`src/rtl/lvds_csr_pkg.sv`:
```
package lvds_csr_pkg;
  localparam int DATA_W  = 32;
  localparam int CTRL_W  = 19;
  localparam int NUM_CH  = 2;

  localparam int OFS_CTRL = 'h00;
  localparam int OFS_SET  = 'h04;
  localparam int OFS_CLR  = 'h08;
  localparam int OFS_STAT = 'h10;

  localparam int DIV_LSB  = 17;
  localparam int DIV_W    = 2;
  localparam int BIASB_LSB = 14;
  localparam int BIASB_W  = 3;
  localparam int BIASA_LSB = 11;
  localparam int BIASA_W  = 3;
  localparam int TST_LSB  = 5;
  localparam int TST_W    = 6;
  localparam int CHEN_LSB = 3;
  localparam int TEN_BIT  = 2;
  localparam int FB_BIT   = 1;
  localparam int PD_BIT   = 0;

  localparam logic [CTRL_W-1:0] CTRL_RESET = 19'h124A0;
  localparam logic [CTRL_W-1:0] LOAD_VAL   = 19'h164A2;
  localparam logic [CTRL_W-1:0] LOAD_MASK  = 19'h7FFE6;

  typedef enum logic [1:0] {
    ACC_NONE  = 2'd0,
    ACC_WRITE = 2'd1,
    ACC_SET   = 2'd2,
    ACC_CLEAR = 2'd3
  } acc_e;

  typedef enum logic [1:0] {
    RD_CTRL = 2'd0,
    RD_STAT = 2'd1,
    RD_ZERO = 2'd2
  } rdsel_e;
endpackage

```
`src/rtl/lvds_csr_decode.sv`:
```
module lvds_csr_decode
  import lvds_csr_pkg::*;
#(
  parameter int ADDR_W = 8
) (
  input  logic [ADDR_W-1:0] addr,
  input  logic              we,
  output acc_e              wr_kind,
  output rdsel_e            rd_sel
);
  always_comb begin
    wr_kind = ACC_NONE;
    rd_sel  = RD_ZERO;
    if (addr == ADDR_W'(OFS_CTRL)) begin
      rd_sel = RD_CTRL;
      if (we) wr_kind = ACC_WRITE;
    end else if (addr == ADDR_W'(OFS_SET)) begin
      rd_sel = RD_CTRL;
      if (we) wr_kind = ACC_SET;
    end else if (addr == ADDR_W'(OFS_CLR)) begin
      rd_sel = RD_CTRL;
      if (we) wr_kind = ACC_CLEAR;
    end else if (addr == ADDR_W'(OFS_STAT)) begin
      rd_sel = RD_STAT;
    end
  end
endmodule

```
`src/rtl/lvds_csr_ctrl_reg.sv`:
```
module lvds_csr_ctrl_reg
  import lvds_csr_pkg::*;
(
  input  logic              clk,
  input  logic              rst_n,
  input  acc_e              wr_kind,
  input  logic [DATA_W-1:0] wdata,
  input  logic              load_defaults,
  output logic [CTRL_W-1:0] ctrl_q
);
  logic [CTRL_W-1:0] wfield;
  logic [CTRL_W-1:0] ctrl_d;
  logic              ctrl_en;

  assign wfield = wdata[CTRL_W-1:0];

  always_comb begin
    ctrl_d = ctrl_q;
    unique case (wr_kind)
      ACC_WRITE: ctrl_d = wfield;
      ACC_SET:   ctrl_d = ctrl_q | wfield;
      ACC_CLEAR: ctrl_d = ctrl_q & ~wfield;
      default:   ctrl_d = ctrl_q;
    endcase
    if (load_defaults) ctrl_d = (ctrl_d & ~LOAD_MASK) | LOAD_VAL;
  end

  assign ctrl_en = (wr_kind != ACC_NONE) || load_defaults;

  always_ff @(posedge clk or negedge rst_n) begin
    if (!rst_n)       ctrl_q <= CTRL_RESET;
    else if (ctrl_en) ctrl_q <= ctrl_d;
  end

  p_write_r2: assert property (@(posedge clk) disable iff (!rst_n)
    (wr_kind == ACC_WRITE && !load_defaults) |=> ctrl_q == $past(wfield));
  p_idle_hold_r2: assert property (@(posedge clk) disable iff (!rst_n)
    (wr_kind == ACC_NONE && !load_defaults) |=> $stable(ctrl_q));
  p_set_r3: assert property (@(posedge clk) disable iff (!rst_n)
    (wr_kind == ACC_SET && !load_defaults) |=>
      ((ctrl_q & $past(wfield)) == $past(wfield)) &&
      ((ctrl_q & ~$past(wfield)) == ($past(ctrl_q) & ~$past(wfield))));
  p_clear_r4: assert property (@(posedge clk) disable iff (!rst_n)
    (wr_kind == ACC_CLEAR && !load_defaults) |=>
      ((ctrl_q & $past(wfield)) == '0) &&
      ((ctrl_q & ~$past(wfield)) == ($past(ctrl_q) & ~$past(wfield))));
  p_load_r5: assert property (@(posedge clk) disable iff (!rst_n)
    load_defaults |=> (ctrl_q & LOAD_MASK) == LOAD_VAL);
endmodule

```
`src/rtl/lvds_csr_sync.sv`:
```
module lvds_csr_sync #(
  parameter int STAGES = 2
) (
  input  logic clk,
  input  logic rst_n,
  input  logic async_in,
  output logic sync_out
);
  logic [STAGES-1:0] chain_q;

  generate
    for (genvar i = 0; i < STAGES; i++) begin : g_stage
      logic stage_d;
      if (i == 0) begin : g_first
        assign stage_d = async_in;
      end else begin : g_next
        assign stage_d = chain_q[i-1];
      end
      always_ff @(posedge clk or negedge rst_n) begin
        if (!rst_n) chain_q[i] <= 1'b0;
        else        chain_q[i] <= stage_d;
      end
    end
  endgenerate

  assign sync_out = chain_q[STAGES-1];
endmodule

```
`src/rtl/lvds_phy_csr.sv`:
```
module lvds_phy_csr
  import lvds_csr_pkg::*;
#(
  parameter int ADDR_W      = 8,
  parameter int SYNC_STAGES = 2
) (
  input  logic              clk,
  input  logic              rst_n,
  input  logic [ADDR_W-1:0] bus_addr,
  input  logic              bus_we,
  input  logic [DATA_W-1:0] bus_wdata,
  output logic [DATA_W-1:0] bus_rdata,
  input  logic              load_defaults,
  input  logic              pll_lock_in,
  output logic [DIV_W-1:0]  div_sel,
  output logic [BIASB_W-1:0] bias_b,
  output logic [BIASA_W-1:0] bias_a,
  output logic [TST_W-1:0]  test_cfg,
  output logic [NUM_CH-1:0] ch_en,
  output logic              ten_bit,
  output logic              fb_sel,
  output logic              pwr_down
);
  acc_e              wr_kind;
  rdsel_e            rd_sel;
  logic [CTRL_W-1:0] ctrl_q;
  logic              lock_sync;

  lvds_csr_decode #(.ADDR_W(ADDR_W)) u_decode (
    .addr    (bus_addr),
    .we      (bus_we),
    .wr_kind (wr_kind),
    .rd_sel  (rd_sel)
  );

  lvds_csr_ctrl_reg u_ctrl (
    .clk           (clk),
    .rst_n         (rst_n),
    .wr_kind       (wr_kind),
    .wdata         (bus_wdata),
    .load_defaults (load_defaults),
    .ctrl_q        (ctrl_q)
  );

  lvds_csr_sync #(.STAGES(SYNC_STAGES)) u_lock_sync (
    .clk      (clk),
    .rst_n    (rst_n),
    .async_in (pll_lock_in),
    .sync_out (lock_sync)
  );

  always_comb begin
    unique case (rd_sel)
      RD_CTRL: bus_rdata = DATA_W'(ctrl_q);
      RD_STAT: bus_rdata = DATA_W'(lock_sync);
      default: bus_rdata = '0;
    endcase
  end

  assign div_sel  = ctrl_q[DIV_LSB +: DIV_W];
  assign bias_b   = ctrl_q[BIASB_LSB +: BIASB_W];
  assign bias_a   = ctrl_q[BIASA_LSB +: BIASA_W];
  assign test_cfg = ctrl_q[TST_LSB +: TST_W];
  assign ch_en    = ctrl_q[CHEN_LSB +: NUM_CH];
  assign ten_bit  = ctrl_q[TEN_BIT];
  assign fb_sel   = ctrl_q[FB_BIT];
  assign pwr_down = ctrl_q[PD_BIT];

  p_stat_write_ignored_r6: assert property (@(posedge clk) disable iff (!rst_n)
    (bus_we && bus_addr == ADDR_W'(OFS_STAT) && !load_defaults) |=> $stable(ctrl_q));
  p_rdata_upper_zero_r7: assert property (@(posedge clk) disable iff (!rst_n)
    bus_rdata[DATA_W-1:CTRL_W] == '0);
endmodule

```
`config.mk`:
```
export PLATFORM = sky130hd
export DESIGN_NAME = lvds_phy_csr
export DESIGN_NICKNAME = d
export VERILOG_FILES = /design/src/rtl/lvds_csr_pkg.sv /design/src/rtl/lvds_csr_decode.sv /design/src/rtl/lvds_csr_ctrl_reg.sv /design/src/rtl/lvds_csr_sync.sv /design/src/rtl/lvds_phy_csr.sv
export SDC_FILE = /design/constraint.sdc
export NUM_CORES = 1
export LEC_CHECK = 0
export BUFFER_PORTS_ARGS = -buffer_cell sky130_fd_sc_hd__buf_2
export CAP_MARGIN = 0
export CORE_AREA = 4 4 58 74
export CTS_CLUSTER_DIAMETER = 50
export DETAILED_ROUTE_END_ITERATION = 6
export DIE_AREA = 0 0 62 78
export GPL_TIMING_DRIVEN = 0
export PLACE_DENSITY = 0.8
export SYNTH_ARGS = -nofsm -noshare
export SYNTH_HDL_FRONTEND = slang
export SYNTH_SLANG_ARGS = --single-unit
```
`constraint.sdc`:
```
create_clock -name clk -period 1.7 [get_ports clk]
set_clock_uncertainty 0.2 [all_clocks]
set_input_delay 0 -clock clk [delete_from_list [all_inputs] [get_ports clk]]
set_output_delay 0 -clock clk [all_outputs]
set_load 0.005 [all_outputs]
```
* Word level (Yosys, flattened, before mapping)
Cells that the tools add are included.
W data, S select, Z words.
** Word-level totals
- Bits in writable memories :: 0
- Output and inout port bits :: 51
- Input bits :: 45
- Logic and storage cells :: 33
- Bits in latches :: 0
- Register bits after elaboration :: 21
- Memory bits (read-only) :: 0
- Memories kept :: 0
** Cells by class
- Mux-type cells :: 13
- Magnitude comparators :: 0
- Add/subtract/negate cells :: 0
- Eq/ne operators :: 7
- Reduce and logical (&&, ||, !) cells :: 6
- Div/mod/pow operators :: 0
- Bitwise operators :: 3
- Multipliers :: 0
- Shift operators :: 0
** Operators by type and width (number)
- $pmux W19 S3 :: 1
- $pmux W19 S2 :: 1
- $and A19 B19 Y19 :: 1
- $mux W19 :: 1
- $not A19 Y19 :: 1
- $or A19 B19 Y19 :: 1
- $mux W2 :: 9
- $eq A8 B3 Y1 const B :: 1
- $eq A8 B4 Y1 const B :: 1
- $eq A8 B5 Y1 const B :: 1
- $logic_not A8 Y1 :: 1
- $eq A2 B1 Y1 const B :: 2
- $eq A2 B2 Y1 const B :: 2
- $reduce_bool A4 Y1 :: 1
- $logic_not A2 Y1 :: 1
- $reduce_and A2 Y1 :: 1
- $reduce_bool A2 Y1 :: 1
- $logic_or A1 B1 Y1 :: 1
- $mux W1 :: 1

* Longest topological paths before layout
- Depth in word-level cells :: 7
- Gate-level depth with buffers :: 9
- Mapped depth without buffers :: 7

* Modules after synthesis
Synthesis repeated with hierarchy kept, for this count alone.
** Unflattened totals
- Cells, all modules :: 172
- Area total of the unflattened synthesis :: 1581.5 µm²
** Modules (own cells, without submodules)
- lvds_csr_ctrl_reg :: sequential area each 481.7 µm², instances 1, cells an instance 125, area an instance 1191.1 µm²
- lvds_phy_csr :: sequential area each 0.0 µm², instances 1, cells an instance 36, area an instance 267.8 µm²
- lvds_csr_decode :: sequential area each 0.0 µm², instances 1, cells an instance 9, area an instance 72.6 µm²
- lvds_csr_sync :: sequential area each 50.0 µm², instances 1, cells an instance 2, area an instance 50.0 µm²

* Least setup slack after synthesis
Ideal clock, no wire load.
- Path kind :: input to register
- From :: input bus_addr[7]
- To :: register u_ctrl.ctrl_q[15]
- Path buffers :: 2
- Stages :: 9
- Data required time :: 1.414 ns
- Setup time :: 0.086 ns
- Path slack :: -0.730 ns
- Arrival :: 2.144 ns
- Path through :: or4_4 nor3_1 nand3b_1 ha_1 o21ba_2 clkbuf_1 clkbuf_1 a21oi_1 nor3_1
** Between the ends
- Cells in the longest elaborated chain, start to end :: 7
- Elaborated cells between the ends (all ways) :: 15
- Those cells by class :: eq/ne (5); mux (5); reduce/logical (5)
** Ends and longest elaborated chain
- from (decl) :: line lvds_phy_csr.sv:9 : input logic [ADDR_W-1:0] bus_addr,
- $eq A8 B4 Y1 :: line lvds_csr_decode.sv:20 : end else if (addr == ADDR_W'(OFS_CLR)) begin
- $mux W2 :: line lvds_csr_decode.sv:20
- $mux W2 :: line lvds_csr_decode.sv:17 : end else if (addr == ADDR_W'(OFS_SET)) begin
- $mux W2 * :: line lvds_csr_decode.sv:14 : if (addr == ADDR_W'(OFS_CTRL)) begin
- $eq A2 B2 Y1 (tied with other cells) :: line lvds_csr_ctrl_reg.sv:19 : unique case (wr_kind)
- $pmux W19 S3 (tied with other cells) :: line lvds_csr_ctrl_reg.sv:19
- $mux W19 or $reduce_and A2 Y1 (tied branches)
- to (signal assigned) :: line lvds_csr_ctrl_reg.sv:32 : else if (ctrl_en) ctrl_q <= ctrl_d;
- to (decl) :: line lvds_csr_ctrl_reg.sv:9 : output logic [CTRL_W-1:0] ctrl_q
Every way passes the cells marked *; elsewhere a longest branch is shown, timed or not.
A chain may end at the register's enable or synchronous reset.

* Worst setup path after layout
- From :: input bus_addr[1]
- To :: register u_ctrl.ctrl_q[8]
The elaborated chain is that of the path after synthesis.

==> run summary <==
====================================================================================
Cell type with the largest total area after synthesis                   sky130_fd_sc_hd__dfrtp_1
Part of the power in registers                                                 48.6%
Via count of the first global-routing pass                                      1626
Number of unique standard cell types used by synthesis                            30
Clk buf depth                                                                      2
Synth Instances                                                                  159
Yosys warnings                                                                     0
Sw Pwr                                                                      268.5 uW
Area fraction of the dominant cell type after synthesis                       27.33%
Clock network latency to the later pin of the worst-skew pair                0.25 ns
Critical path data required time                                             1.68 ns
Peak fanout along the critical path                                               10
Endpoint class of the critical path                                        flip-flop
Number of buffers and inverters on the critical path                               3
Top Ports                                                                         96
Pwr per Cell Area                                                       403.0 nW/um2
Setup repair after global routing missed its margin                              yes
CP max stage delay                                                           0.54 ns
Residual DRC                                                                       0
Maximum clock frequency                                                    513.5 MHz
Number of core rows                                                               25
Initial DRC count                                                                 42
CP startpoint kind                                                        input port
Clock period minus worst slack                                              1.948 ns
Switching power as a share of total power                                     25.35%
Wire length of the first global-routing pass                                 7527 um
Antenna Diode Count                                                                0
HPWL after detailed placement                                                2997 um
Die Span Y                                                                     78 um
Post-synth EDFFs                                                                   0
Vias post-DR                                                                    1538
CP top delay family                                                     simple AND/OR/NAND/NOR gates
Effective utilization at floorplan                                            40.03%
Number of cells in the design after placement                                    279
Most common cell on crit path                                           sky130_fd_sc_hd__buf_12
Antenna viol nets, final                                                           0
Net count reported at finish                                                     328
Final weighted congestion of routability-driven global placement              0.7253
Detailed-route wire length per cell                                         14.59 um
Register area                                                              531.8 um2
Part of the total power dissipated in combinational logic                      19.8%
CP max stage cell                                                       sky130_fd_sc_hd__or4_4
Global routing usage summed across all routing layers                         20.45%
Synthesis-to-finish area growth                                               79.33%
Max Cap Violations                                                                 0
Detailed-router iteration count before antenna repair                              4
Pin count of the biggest net entering global routing                              22
Number of standard cells in the final layout excluding fillers                   318
Power Internal                                                              790.5 uW
Signal arrival time at the worst endpoint                                    1.93 ns
Worst hold path class                                                   input port to async pin
Clock transition at the registers of the reported paths                      0.08 ns
Max Transition Viols Final                                                         0
Fillers                                                                          278
Share of post-route cells with drive strength above 1                         57.55%
Top area cells in the synthesized netlist                               sky130_fd_sc_hd__dfrtp_1 27%, sky130_fd_sc_hd__xor2_1 10%, sky130_fd_sc_hd__nor3_1 9.2%
Sum of overflow across all layers after global routing                             0
Die boundary width                                                             62 um
Cell chain of the critical path                                         buf_6 > or4_4 > nor3_4 > and3_4 > ha_4 > buf_12 > buf_12 > xor2_2 > nor3_2 > nor3_1
Via-per-instance ratio                                                         4.836
Wire length reported by the detailed router                                  4641 um
Combined area of the multi-input logic cells                                1057 um2
Final worst-path cycle share                                                  114.6%
Number of clock sinks                                                             21
Share of flip-flops with an asynchronous set or reset after synthesis         100.0%
Main synth FF type                                                      sky130_fd_sc_hd__dfrtp_1
Total number of H-tree levels                                                      1
Final setup vio count                                                             36
Aggregate negative setup slack                                             -4.701 ns
Minimum setup slack in the final design                                   -0.2476 ns
Clock root buffer master                                                sky130_fd_sc_hd__clkbuf_8
LEAKAGE                                                                     1.303 nW
Highest ir drop seen on vdd                                                0.3545 mV
Sequential area share after synthesis                                         36.29%
Run status                                                              finished, violations left
Number of synthesized register bits                                               21
Clock network power share                                                      31.6%
Number of hold-slack violations in the final timing report                         0
Area of the die                                                             4836 um2
Critical Setup Path Class                                               input port to flip-flop
Mean post-synth cell area                                                  9.215 um2
Number of buffers added by the clock tree synthesis step                           3
TritonCTS clock tree                                                             yes
Core Footprint                                                              3660 um2
Port Buffers                                                                      68
Antenna violations before repair                                                   0
Mapped Area                                                                 1465 um2
Failing checks                                                          negative setup slack
====================================================================================
## sequential cells by signal, summed over array words and instances, names as in the netlist
signal                       count
u_ctrl.ctrl_q                   19
u_lock_sync.g_stage.stage_d      1
u_lock_sync.sync_out             1
## cells in the final DEF, fill, tap and decap left out, types with 5 or more instances in the layout
| cell type | synthesis | layout |
|---|---|---|
| sky130_fd_sc_hd__dlygate4sd3_1 | 0 | 22 |
| sky130_fd_sc_hd__and2_2 | 14 | 14 |
| sky130_fd_sc_hd__nor3_1 | 27 | 21 |
| sky130_fd_sc_hd__dfrtp_1 | 16 | 16 |
| sky130_fd_sc_hd__o21bai_1 | 8 | 7 |
| sky130_fd_sc_hd__buf_4 | 13 | 20 |
| sky130_fd_sc_hd__nor3_2 | 0 | 5 |
| sky130_fd_sc_hd__a21oi_1 | 20 | 5 |
| sky130_fd_sc_hd__conb_1 | 1 | 13 |
| sky130_fd_sc_hd__clkbuf_8 | 0 | 5 |
| sky130_fd_sc_hd__a21oi_2 | 0 | 13 |
| sky130_fd_sc_hd__buf_6 | 1 | 7 |
| sky130_fd_sc_hd__dfstp_2 | 5 | 5 |
| sky130_fd_sc_hd__xor2_1 | 17 | 14 |
| sky130_fd_sc_hd__buf_2 | 2 | 67 |
## worst register-to-register path, delay by kind of cell, from the launching register on
kind	cells	cell delay, ns
compound gates	2	0.15
flops	1	0.56
## cells in the mapped netlist (all sizes together) (2+ instances only)
cell type,instances
ha,4
a31oi,3
xor2,17
o21bai,8
buf,17
nor3,27
and2,18
dfstp,5
a21oi,20
dfrtp,16
nand2b,2
xnor2,3
clkbuf,6
## routing by layer
metal  routed length [um]  GRT usage [%]
met3                  229          2.829
met4                   46          4.459
met2                 2604          36.51
met1                 1760          24.82
met5                    0              0
## logic make-up (layout without fill, tap and decap cells)
family	count (synthesis)	count (layout)	share of synthesized area (%)
DFF	21	21	36.29
other	1	13	0.2559
adders and majority gates	4	4	3.416
AOI/OAI and AO/OA	34	34	15.29
buffers and inverters	24	131	10.16
and+or+nand+nor	55	55	22.63
xor gates and xnor gates	20	20	11.96
## stage by stage
step / total power [mW] / instance area, um2 / hold slack, ns / utilization, % / setup WS [ns]
after floorplan: 0.5952 / 1600 / -0.4956 / - / -0.4475
after global placement: 0.6705 / 1991 / -0.2158 / 54.39 / -0.6669
after detailed placement: 0.6742 / 1991 / -0.2035 / 54.39 / -0.7135
after CTS: 1.057 / 2551 / 0.04691 / 69.71 / -0.3104
after global routing: 1.109 / 2628 / 0.09748 / 71.79 / -0.3569
final: 1.059 / 2628 / 0.05441 / 71.79 / -0.2476
## power by group through the flow
stage	clock network (mW)	registers, mW	logic (mW)
2_1_floorplan	0	0.524	0.0711
3_3_place_gp	0	0.524	0.147
3_5_place_dp	0	0.524	0.150
4_1_cts	0.339	0.514	0.204
5_1_grt	0.362	0.515	0.231
6_report	0.335	0.514	0.210
## path summary, 6_finish.rpt
| kind | from | end | slack, ns | cells past startpoint |
|---|---|---|---|---|
| hold / removal | rst_n | u_ctrl.ctrl_q[15]$_DFFE_PN0P_ | 0.05 | 2 |
| setup / recovery | bus_addr[1] | u_ctrl.ctrl_q[8]$_DFFE_PN0P_ | -0.25 | 10 |
| min in group clk | u_lock_sync.g_stage[1].stage_d$_DFF_PN0_ | u_lock_sync.sync_out$_DFF_PN0_ | 0.16 | 0 |
| setup reg to reg | u_ctrl.ctrl_q[5]$_DFFE_PN1P_ | u_ctrl.ctrl_q[5]$_DFFE_PN1P_ | 0.72 | 2 |
| hold reg to reg | u_lock_sync.g_stage[1].stage_d$_DFF_PN0_ | u_lock_sync.sync_out$_DFF_PN0_ | 0.16 | 0 |
| max in group asynchronous | rst_n | u_ctrl.ctrl_q[7]$_DFFE_PN1P_ | 0.89 | 2 |
## repair_timing
item	CTS	global route
endpoints found under the hold margin	41	0
setup buffers	10	3
hold buffers	22	0
gates cloned	2	0
setup endpoints to repair	37	37
pin swaps	29	9
resized for setup	40	10
## cell type report
| class | count | area share (%) |
|---|---|---|
| Clock buffer | 4 | 1.714 |
| Buffer | 21 | 7.952 |
| Multi-Input combinational cell | 126 | 40.24 |
| Sequential cell | 21 | 20.24 |
| Tap cell | 40 | 1.905 |
| Inverter | 1 | 0.1429 |
| Timing Repair Buffer | 105 | 27.81 |
(Power assumes the default switching activity.)
